===== config.mk =====
export PLATFORM = sky130hd
export DESIGN_NAME = uart_rx_cmd_ctrl
export DESIGN_NICKNAME = d
export VERILOG_FILES = /design/src/rtl/rxcmd_pkg.sv /design/src/rtl/rxcmd_decode.sv /design/src/rtl/rxcmd_fifo.sv /design/src/rtl/rxcmd_drop_counter.sv /design/src/rtl/uart_rx_cmd_ctrl.sv
export SDC_FILE = /design/constraint.sdc
export NUM_CORES = 1
export LEC_CHECK = 0
export BUFFER_PORTS_ARGS = -buffer_cell sky130_fd_sc_hd__buf_2
export CORE_MARGIN = 2
export CORE_UTILIZATION = 47
export CTS_CLUSTER_SIZE = 20
export DETAILED_ROUTE_END_ITERATION = 6
export GPL_TIMING_DRIVEN = 0
export PLACE_DENSITY = 0.83
export SYNTH_ARGS = -nofsm -noshare
export SYNTH_HDL_FRONTEND = slang
export SYNTH_SLANG_ARGS = --single-unit

===== constraint.sdc =====
create_clock -name clk -period 2.5 [get_ports clk]
set_input_delay 0.125 -clock clk [delete_from_list [all_inputs] [get_ports clk]]
set_output_delay 0.125 -clock clk [all_outputs]
set_load 0.03 [all_outputs]

===== src/rtl/rxcmd_pkg.sv =====
package rxcmd_pkg;

    localparam int CMD_LSB = 2;
    localparam int CMD_MSB = 7;

    typedef struct packed {
        logic en;
        logic dis;
        logic sm_flush;
        logic q_flush;
        logic lock;
        logic unlock;
    } rx_cmd_t;

    function automatic rx_cmd_t cmd_decode(input logic [31:0] word);
        return rx_cmd_t'(word[CMD_MSB:CMD_LSB]);
    endfunction

    // disable beats enable, and both beat the enable implied by a machine flush
    function automatic logic next_enable(input rx_cmd_t c, input logic cur);
        if (c.dis)
            return 1'b0;
        else if (c.en || c.sm_flush)
            return 1'b1;
        else
            return cur;
    endfunction

    // lock beats unlock and beats the unlock implied by a machine flush
    function automatic logic next_lock(input rx_cmd_t c, input logic cur);
        if (c.lock)
            return 1'b1;
        else if (c.unlock || c.sm_flush)
            return 1'b0;
        else
            return cur;
    endfunction

endpackage


===== src/rtl/rxcmd_decode.sv =====
module rxcmd_decode
    import rxcmd_pkg::*;
(
    input  logic        clk,
    input  logic        rst,
    input  logic        cmd_wr,
    input  logic [31:0] cmd_wdata,
    output logic        rx_en,
    output logic        locked,
    output logic        sm_flush_p,
    output logic        q_flush_p,
    output logic        q_clear
);
    rx_cmd_t cmd;

    always_comb begin
        cmd     = cmd_decode(cmd_wdata);
        q_clear = cmd_wr && cmd.q_flush;
    end

    always_ff @(posedge clk) begin
        if (rst) begin
            rx_en      <= 1'b0;
            locked     <= 1'b0;
            sm_flush_p <= 1'b0;
            q_flush_p  <= 1'b0;
        end else begin
            sm_flush_p <= cmd_wr && cmd.sm_flush;
            q_flush_p  <= cmd_wr && cmd.q_flush;
            if (cmd_wr) begin
                rx_en  <= next_enable(cmd, rx_en);
                locked <= next_lock(cmd, locked);
            end
        end
    end
endmodule


===== src/rtl/rxcmd_fifo.sv =====
module rxcmd_fifo #(
    parameter int DATA_W = 8,
    parameter int DEPTH  = 8
) (
    input  logic              clk,
    input  logic              rst,
    input  logic              clear,
    input  logic              wr_req,
    input  logic [DATA_W-1:0] wr_data,
    input  logic              rd_en,
    output logic [DATA_W-1:0] rd_data,
    output logic [$clog2(DEPTH):0] count,
    output logic              empty,
    output logic              full,
    output logic              overrun
);
    localparam int AW = $clog2(DEPTH);

    logic [DATA_W-1:0] mem [DEPTH];
    logic [AW-1:0]     wp, rp;
    logic              do_wr, do_rd;

    always_comb begin
        empty = (count == '0);
        full  = (count == (AW+1)'(DEPTH));
        do_wr = wr_req && !full;
        do_rd = rd_en && !empty;
        rd_data = mem[rp];
    end

    function automatic logic [AW-1:0] bump(input logic [AW-1:0] p);
        return (p == AW'(DEPTH - 1)) ? '0 : p + 1'b1;
    endfunction

    always_ff @(posedge clk) begin
        if (do_wr && !clear)
            mem[wp] <= wr_data;
    end

    always_ff @(posedge clk) begin
        if (rst || clear) begin
            wp      <= '0;
            rp      <= '0;
            count   <= '0;
            overrun <= 1'b0;
        end else begin
            overrun <= wr_req && full;
            if (do_wr) wp <= bump(wp);
            if (do_rd) rp <= bump(rp);
            case ({do_wr, do_rd})
                2'b10:   count <= count + 1'b1;
                2'b01:   count <= count - 1'b1;
                default: count <= count;
            endcase
        end
    end
endmodule


===== src/rtl/rxcmd_drop_counter.sv =====
module rxcmd_drop_counter #(
    parameter int CNT_W = 8
) (
    input  logic             clk,
    input  logic             rst,
    input  logic             hit,
    output logic [CNT_W-1:0] value
);
    always_ff @(posedge clk) begin
        if (rst)
            value <= '0;
        else if (hit && value != '1)
            value <= value + 1'b1;
    end
endmodule


===== src/rtl/uart_rx_cmd_ctrl.sv =====
module uart_rx_cmd_ctrl #(
    parameter int DATA_W = 8,
    parameter int DEPTH  = 8,
    parameter int CNT_W  = 8
) (
    input  logic                    clk,
    input  logic                    rst,
    input  logic                    cmd_wr,
    input  logic [31:0]             cmd_wdata,
    output logic [31:0]             cmd_rdata,
    input  logic                    char_valid,
    input  logic [DATA_W-1:0]       char_data,
    input  logic                    rd_en,
    output logic [DATA_W-1:0]       rd_data,
    output logic [$clog2(DEPTH):0]  fifo_count,
    output logic                    fifo_empty,
    output logic                    fifo_full,
    output logic                    rx_enabled,
    output logic                    fifo_locked,
    output logic                    rxsm_flush,
    output logic                    fifo_flush,
    output logic                    char_event,
    output logic                    overrun,
    output logic [CNT_W-1:0]        lock_drops
);
    logic q_clear;
    logic accept;
    logic store_req;
    logic lock_hit;

    assign cmd_rdata = '0;

    rxcmd_decode u_decode (
        .clk        (clk),
        .rst        (rst),
        .cmd_wr     (cmd_wr),
        .cmd_wdata  (cmd_wdata),
        .rx_en      (rx_enabled),
        .locked     (fifo_locked),
        .sm_flush_p (rxsm_flush),
        .q_flush_p  (fifo_flush),
        .q_clear    (q_clear)
    );

    always_comb begin
        accept    = char_valid && rx_enabled;
        store_req = accept && !fifo_locked && !q_clear;
        lock_hit  = accept && fifo_locked;
    end

    always_ff @(posedge clk) begin
        if (rst) char_event <= 1'b0;
        else     char_event <= accept;
    end

    rxcmd_fifo #(.DATA_W(DATA_W), .DEPTH(DEPTH)) u_fifo (
        .clk     (clk),
        .rst     (rst),
        .clear   (q_clear),
        .wr_req  (store_req),
        .wr_data (char_data),
        .rd_en   (rd_en),
        .rd_data (rd_data),
        .count   (fifo_count),
        .empty   (fifo_empty),
        .full    (fifo_full),
        .overrun (overrun)
    );

    rxcmd_drop_counter #(.CNT_W(CNT_W)) u_drops (
        .clk   (clk),
        .rst   (rst),
        .hit   (lock_hit),
        .value (lock_drops)
    );
endmodule


; After elaboration in Yosys (flattened, before gate mapping)
; Memories as Yosys holds them, arrays and structs flattened. A register that Yosys moved wholly into a read port is not among the register bits.
; Index checks and enable logic that the tools add are counted.
[totals]
regBits = 24
mem_bits_rw = 64
inputBits = 45
out_inout_bits = 60
memories = 1
[op_classes]
addsub = 5
eq_ne = 6
n_mux = 11
n_reduce_logical = 24
[mem_list]
columns = name, words, word_bits, read_ports, rd_clocked_by_memory_dff, write_ports, line_no
row1 = u_fifo.mem, 8, 8, 1, 1, 1, rxcmd_fifo.sv:19  ; logic [DATA_W-1:0] mem [DEPTH];
[ops]
columns = operator, n
row1 = $mux W3, 4
row2 = $logic_and A1 B1 Y1, 11
row3 = $add A8 B1 Y8 const B, 1
row4 = $ne A8 B8 Y1 const B, 1
row5 = $pmux W4 S2, 1
row6 = $add A3 B1 Y3 const B, 2
row7 = $eq A3 B3 Y1 const B, 2
row8 = $mux W1, 6
row9 = $reduce_bool A2 Y1, 3
row10 = $add A4 B1 Y4 const B, 1
row11 = $eq A4 B4 Y1 const B, 1
row12 = $logic_not A1 Y1, 4
row13 = $logic_not A4 Y1, 1
row14 = $reduce_and A2 Y1, 2
row15 = $sub A4 B1 Y4 const B, 1
row16 = $logic_or A1 B1 Y1, 3
row17 = $eq A2 B1 Y1 const B, 1
row18 = $eq A2 B2 Y1 const B, 1

; Longest topological paths before layout
[logic_depth]
ltp_word = 7
mapped_depth = 11
mapped_depth_nobuf = 10

; Cells and area by module
; Synthesis repeated with hierarchy kept, for this count alone.
[hier_totals]
hier_cells = 273
hier_area_um2 = 4011.3
[by_module_without_submodules]
columns = module, n_inst, cells_per_inst, area_each_um2
row1 = rxcmd_fifo, 1, 176, 3146.8
row2 = rxcmd_drop_counter, 1, 46, 430.4
row3 = uart_rx_cmd_ctrl, 1, 37, 292.8
row4 = rxcmd_decode, 1, 14, 141.4

; Least setup slack after synthesis
; OpenSTA, ideal clock, no wires.
[synth_path]
kind = reg-to-reg
startpoint = register u_fifo.count[0]
endpoint = register u_fifo.count[2]
setup_time_ns = 0.071
t_arrival_ns = 2.854
required_ns = 2.429
path_slack_ns = -0.424
path_stages_with_launch = 12
synth_period_minus_slack_ns = 2.924
cell_sequence = dfxtp_1 -> clkbuf_2 -> nor4b_2 -> nor4_4 -> inv_2 -> ha_1 -> xor2_1 -> ha_1 -> a21oi_1 -> xor2_1 -> or3_1 -> a21oi_1
[synth_via]
elab_chain_cells = 5
elab_cells_between_ends = 12
[synth_lines]
columns = element, line_no
row1 = "start, declared", rxcmd_fifo.sv:12  ; output logic [$clog2(DEPTH):0] count,
row2 = "start signal, assigned", rxcmd_fifo.sv:51  ; 2'b10: count <= count + 1'b1;
row3 = "start signal, assigned", rxcmd_fifo.sv:52  ; 2'b01: count <= count - 1'b1;
row4 = "start signal, assigned", rxcmd_fifo.sv:53  ; default: count <= count;
row5 = $eq A4 B4 Y1 (*), rxcmd_fifo.sv:25  ; full = (count == (AW+1)'(DEPTH));
row6 = named net fifo_full, uart_rx_cmd_ctrl.sv:17  ; output logic fifo_full,
row7 = $logic_not A1 Y1 (*), rxcmd_fifo.sv:26  ; do_wr = wr_req && !full;
row8 = $logic_and A1 B1 Y1 (*), rxcmd_fifo.sv:26
row9 = $eq A2 B1 Y1 / $eq A2 B2 Y1 (equally long branches), rxcmd_fifo.sv:50  ; case ({do_wr, do_rd})
row10 = $pmux W4 S2 / $reduce_bool A2 Y1 (equally long branches), --
; The timed path passes the listed nets; every way through them passes the cells marked *.
; A chain may end at the register's enable or synchronous reset.

==> summary.md <==
The actual transition at the worst max-transition pin works out to 0.864 ns. The combinational share of power was 8.6%. The run gives 11.0 mm as the global-route wire length before repair. The combinational family with the most area after synthesis is multiplexers. The top cell type by area accounts for 49.0% of the synthesized area. The power density over the cells came out at 599 mW/mm². The analysis attributes to net switching a power of 0.000659 W.

The number of vias per cell after detailed routing was 4.91. The library cell contributing the largest single delay on the critical path is sky130_fd_sc_hd__mux4_2. The number of max-slew violations in the final report is 0. The largest area contributor in the netlist is sky130_fd_sc_hd__edfxtp_1.

Worst-case hold slack: 0.0272 ns. The internal portion of the total power is 0.00216 W. For the final routed database, the setup TNS stands at 0 ns. Static timing analysis puts the maximum clock frequency at 422 MHz. The tools report the later-pin clock latency in the skew report as 0.35 ns.

The logs give 62.8% for the sequential share of the synthesized area and 9 for the total CTS buffers. In the synthesized netlist, the cells that appear most often are 64 x sky130_fd_sc_hd__edfxtp_1, 32 x sky130_fd_sc_hd__buf_4, 27 x sky130_fd_sc_hd__dfxtp_1. The run gives 0 as the setup-violating endpoint count in the final report. Via count of the first global-routing pass: 2296.

For the part of the power in the clock network, the log shows 33.8%. For the core area, the log shows 0.00813 mm². Most used flip-flop cell after synthesis: sky130_fd_sc_hd__edfxtp_1. Counting flops with a built-in enable in the synthesized netlist gives 64.

The combined global-route utilization of all metal layers was 16.6%. For the residual antenna-violating net count after detailed routing, the log shows 0. The fraction of final layout cells sized beyond drive strength 1 works out to 38.6%. The run gives 33 as the number of rows in the core area. Port buffering added 46 buffers.

The final hold violation count was 0. The signal arrival time at the worst endpoint was 2.24 ns. The highest layer used for signal routing was met4. Endpoint kind of the worst setup timing path: a primary output.

Growth of design area from synthesis to finish: 20.3%. The worst setup path is launched from a flop. Clock-pin slew was measured on the worst setup and hold paths at 0.09 ns. The number of cells traversed by the worst register-to-register path came out at 11. The first routing iteration left 80 violations. Synthesis produced 273 cells. The smallest clock period supported by the final layout is computed as 2.37 ns. The most numerous cell type found on the critical path is sky130_fd_sc_hd__buf_2. The worst path uses 94.7% of the clock period. The tool flagged a number of max-cap violations equal to 0.

For this configuration, the core starts out at a cell density of 48.2%. 0 antenna diodes ended up in the layout. Clock tree synthesis found a total of 91 sinks. Summed over all cells, the static leakage comes to 1.82 nW. On the final layout, the worst clock skew is 0.00986 ns. The flip-flop and latch count after synthesis was 91.

In this run the worst path has a maximum fanout of 10. The logs give 0.00392 mm² for the post-synth design cell area and 2331 for the via count. In this run the tightest slew margin relative to its limit is 42.2%.

The run finished with clean final reports. The run gives 16 as the maximum number of pins on one net before global-route repair. Of the post-synthesis cell area, the part taken by muxes is 12.5%. In this run, placement finished with an instance count of 456. For this block, the routed nets add up to 7.12 mm of wire.

For the worst supply voltage drop on vdd, the log shows 0.000336 V. Routability-driven placement finished with a final weighted congestion of 0.809. The average footprint of a synthesized cell works out to 14.4 µm². Most instantiated library cell after synthesis: sky130_fd_sc_hd__edfxtp_1.

Sequential cells account for 57.6% of the total power. For the number of nets in the layout, the log shows 418. The initial antenna violation count is 0, and the area share of fa/ha/maj cells after synthesis is 2.55%.

The Yosys step of the flow raised 0 warnings. The detailed placement HPWL was 4.90 mm. After synthesis, the netlist uses 45 different library cells. After Yosys synthesis, XOR and XNOR cells account for 1.34% of the synthesized area. The synthesized netlist devotes 3.92% of its cell area to compound gates.

The delay of the slowest cell on the worst path was 0.55 ns; the number of cells on the worst hold path was 3. For the number of optimization iterations in the first detailed-route pass, the log shows 6. Setup repair after global routing left no endpoint under its margin. After Yosys synthesis, and, or, nand and nor cells account for 9.25% of the synthesized area.

After detailed routing, the average wire length per cell comes to 15.0 µm. The top cell family by delay on the critical path was multiplexers. The routed design uses 342 µm of met3 wire. Sorting the synthesized cells by area gives the leading types as sky130_fd_sc_hd__edfxtp_1 49%, sky130_fd_sc_hd__dfxtp_1 14%, sky130_fd_sc_hd__mux4_2 9.2%. H-tree depth: 3. TritonCTS built the clock tree. The critical path is of the flop to primary output type.

The remaining design rule violation count came out at 0. After global routing the overflow that remains totals 0. Total power for the finished layout comes to 0.00282 W. In the detailed route, the total length drawn on met2 is 3.65 mm. The number of cells in the finished layout apart from fillers is 475.

Fill cells in the final layout number 656. During I/O placement, the number of pins put on the boundary was 105. From bottom edge to top edge, the die measures 95.3 µm.

Of the total power, the share spent switching nets is 23.3%. The largest buffer count on any clock path is 2, and the fraction of registers with async set/reset is 0%. The number of buffer and inverter stages on the critical path is 3. Walking the worst path, the cells encountered are buf_2 > buf_4 > mux4_2 > mux2_2 > buf_2.

The tightest min-delay check is of the input port to flop type. Root buffer cell: sky130_fd_sc_hd__clkbuf_8. The path length in cells of the critical path was 5.

After detailed routing, the wire length on met1 is 3.03 mm. Critical path required time: 2.38 ns. Chip width: 95.3 µm. The run gives 0.00909 mm² as the overall die area.
## worst register-to-register path: cells and delay by family (launching register included)
kind,cells,cell delay [ns]
AOI/OAI and AO/OA,2,0.28
xor gates and xnor gates,2,0.23
adders and majority gates,2,0.38
buffers and inverters,2,0.33
DFF,1,0.35
and+or+nand+nor,3,0.72
## state kept, by name, summed over array words and instances (netlist names), named ones only
| signal | count |
|---|---|
| u_fifo.rp | 3 |
| u_decode.q_flush_p | 1 |
| u_drops.value | 8 |
| u_fifo.mem | 64 |
| char_event | 1 |
| u_fifo.wp | 3 |
| u_decode.locked | 1 |
| u_decode.sm_flush_p | 1 |
| u_decode.rx_en | 1 |
| u_fifo.count | 4 |
| u_fifo.overrun | 1 |
## per-stage QoR
step | worst slack, ns | instance area (µm²) | util [%]
CTS | 0.0428 | 4690 | 57.6
finish | 0.133 | 4720 | 58.0
global placement | -0.409 | 4440 | 54.6
global route | 0.00336 | 4720 | 58.0
floorplan | 0.0120 | 4080 | -
detailed placement | -0.124 | 4450 | 54.7
## power groups by stage
stage          clock network [W]  logic (W)  registers, W
6_report                0.000953   0.000244       0.00163
3_3_place_gp                   0   0.000229       0.00166
4_1_cts                 0.000976   0.000239       0.00163
5_1_grt                  0.00103   0.000264       0.00163
2_1_floorplan                  0   0.000172       0.00167
3_5_place_dp                   0   0.000236       0.00166
## final timing paths
check | from | end | slack (ns)
min | cmd_wdata[3] | u_decode.locked | 0.03
max | flop | rd_data[5] | 0.13
max reg2reg | u_fifo.count[0] | u_fifo.count[2] | 0.15
min reg2reg | u_fifo.rp[2] | flop | 0.49
## cells in the final DEF (no fill, tap or decap), types with 3 or more instances in the layout
cell type,instances
sky130_fd_sc_hd__edfxtp_1,64
sky130_fd_sc_hd__buf_2,47
sky130_fd_sc_hd__buf_4,38
sky130_fd_sc_hd__conb_1,32
sky130_fd_sc_hd__dfxtp_1,23
sky130_fd_sc_hd__nor2_1,19
sky130_fd_sc_hd__mux4_2,16
sky130_fd_sc_hd__nand2_1,15
sky130_fd_sc_hd__a21oi_1,10
sky130_fd_sc_hd__mux2_2,9
sky130_fd_sc_hd__clkbuf_8,9
sky130_fd_sc_hd__ha_1,7
sky130_fd_sc_hd__xor2_1,5
sky130_fd_sc_hd__nand3_1,5
sky130_fd_sc_hd__o21ai_0,5
sky130_fd_sc_hd__nand2b_1,4
sky130_fd_sc_hd__nor3_2,4
sky130_fd_sc_hd__dfxtp_2,4
sky130_fd_sc_hd__inv_1,3
sky130_fd_sc_hd__mux2i_1,3
sky130_fd_sc_hd__nor3_1,3
sky130_fd_sc_hd__or3_1,3
## per-layer routing
layer  vias to the layer above  track usage, %
li1                       1145               -
met1                      1104            19.9
met4                         0            6.76
met5                         -               0
met3                         8            3.48
met2                        74            29.0
## kinds of logic (layout without fill, tap and decap cells)
kind of cell | after synthesis | after routing
AO/OA/AOI/OAI | 25 | 25
buffers and inverters | 45 | 111
other | 1 | 32
AND/OR/NAND/NOR | 69 | 69
adder cells (fa/ha/maj) | 8 | 8
XOR/XNOR | 6 | 6
multiplexers | 28 | 28
flip-flops | 91 | 91
## repair_timing
action	in CTS	in global routing
endpoints found under the hold margin	1	0
pin swaps	0	2
setup buffers	0	3
gates resized for setup	7	3
hold buffers	1	0
endpoints found under the setup margin	42	6
## area by class of cell
class                   instances  area, µm²  share of cell area [%]
clock inverters                 7       67.6                    1.43
well taps                     105        131                    2.79
multi-input cells             168       1350                    28.7
plain buffers                  40        284                    6.02
inverters                       4       17.5                   0.371
repair buffers                 51        270                    5.73
flip-flops and latches         91       2470                    52.3
clock buffers                   9        124                    2.63
No activity file was read; power rests on OpenSTA's default activity.
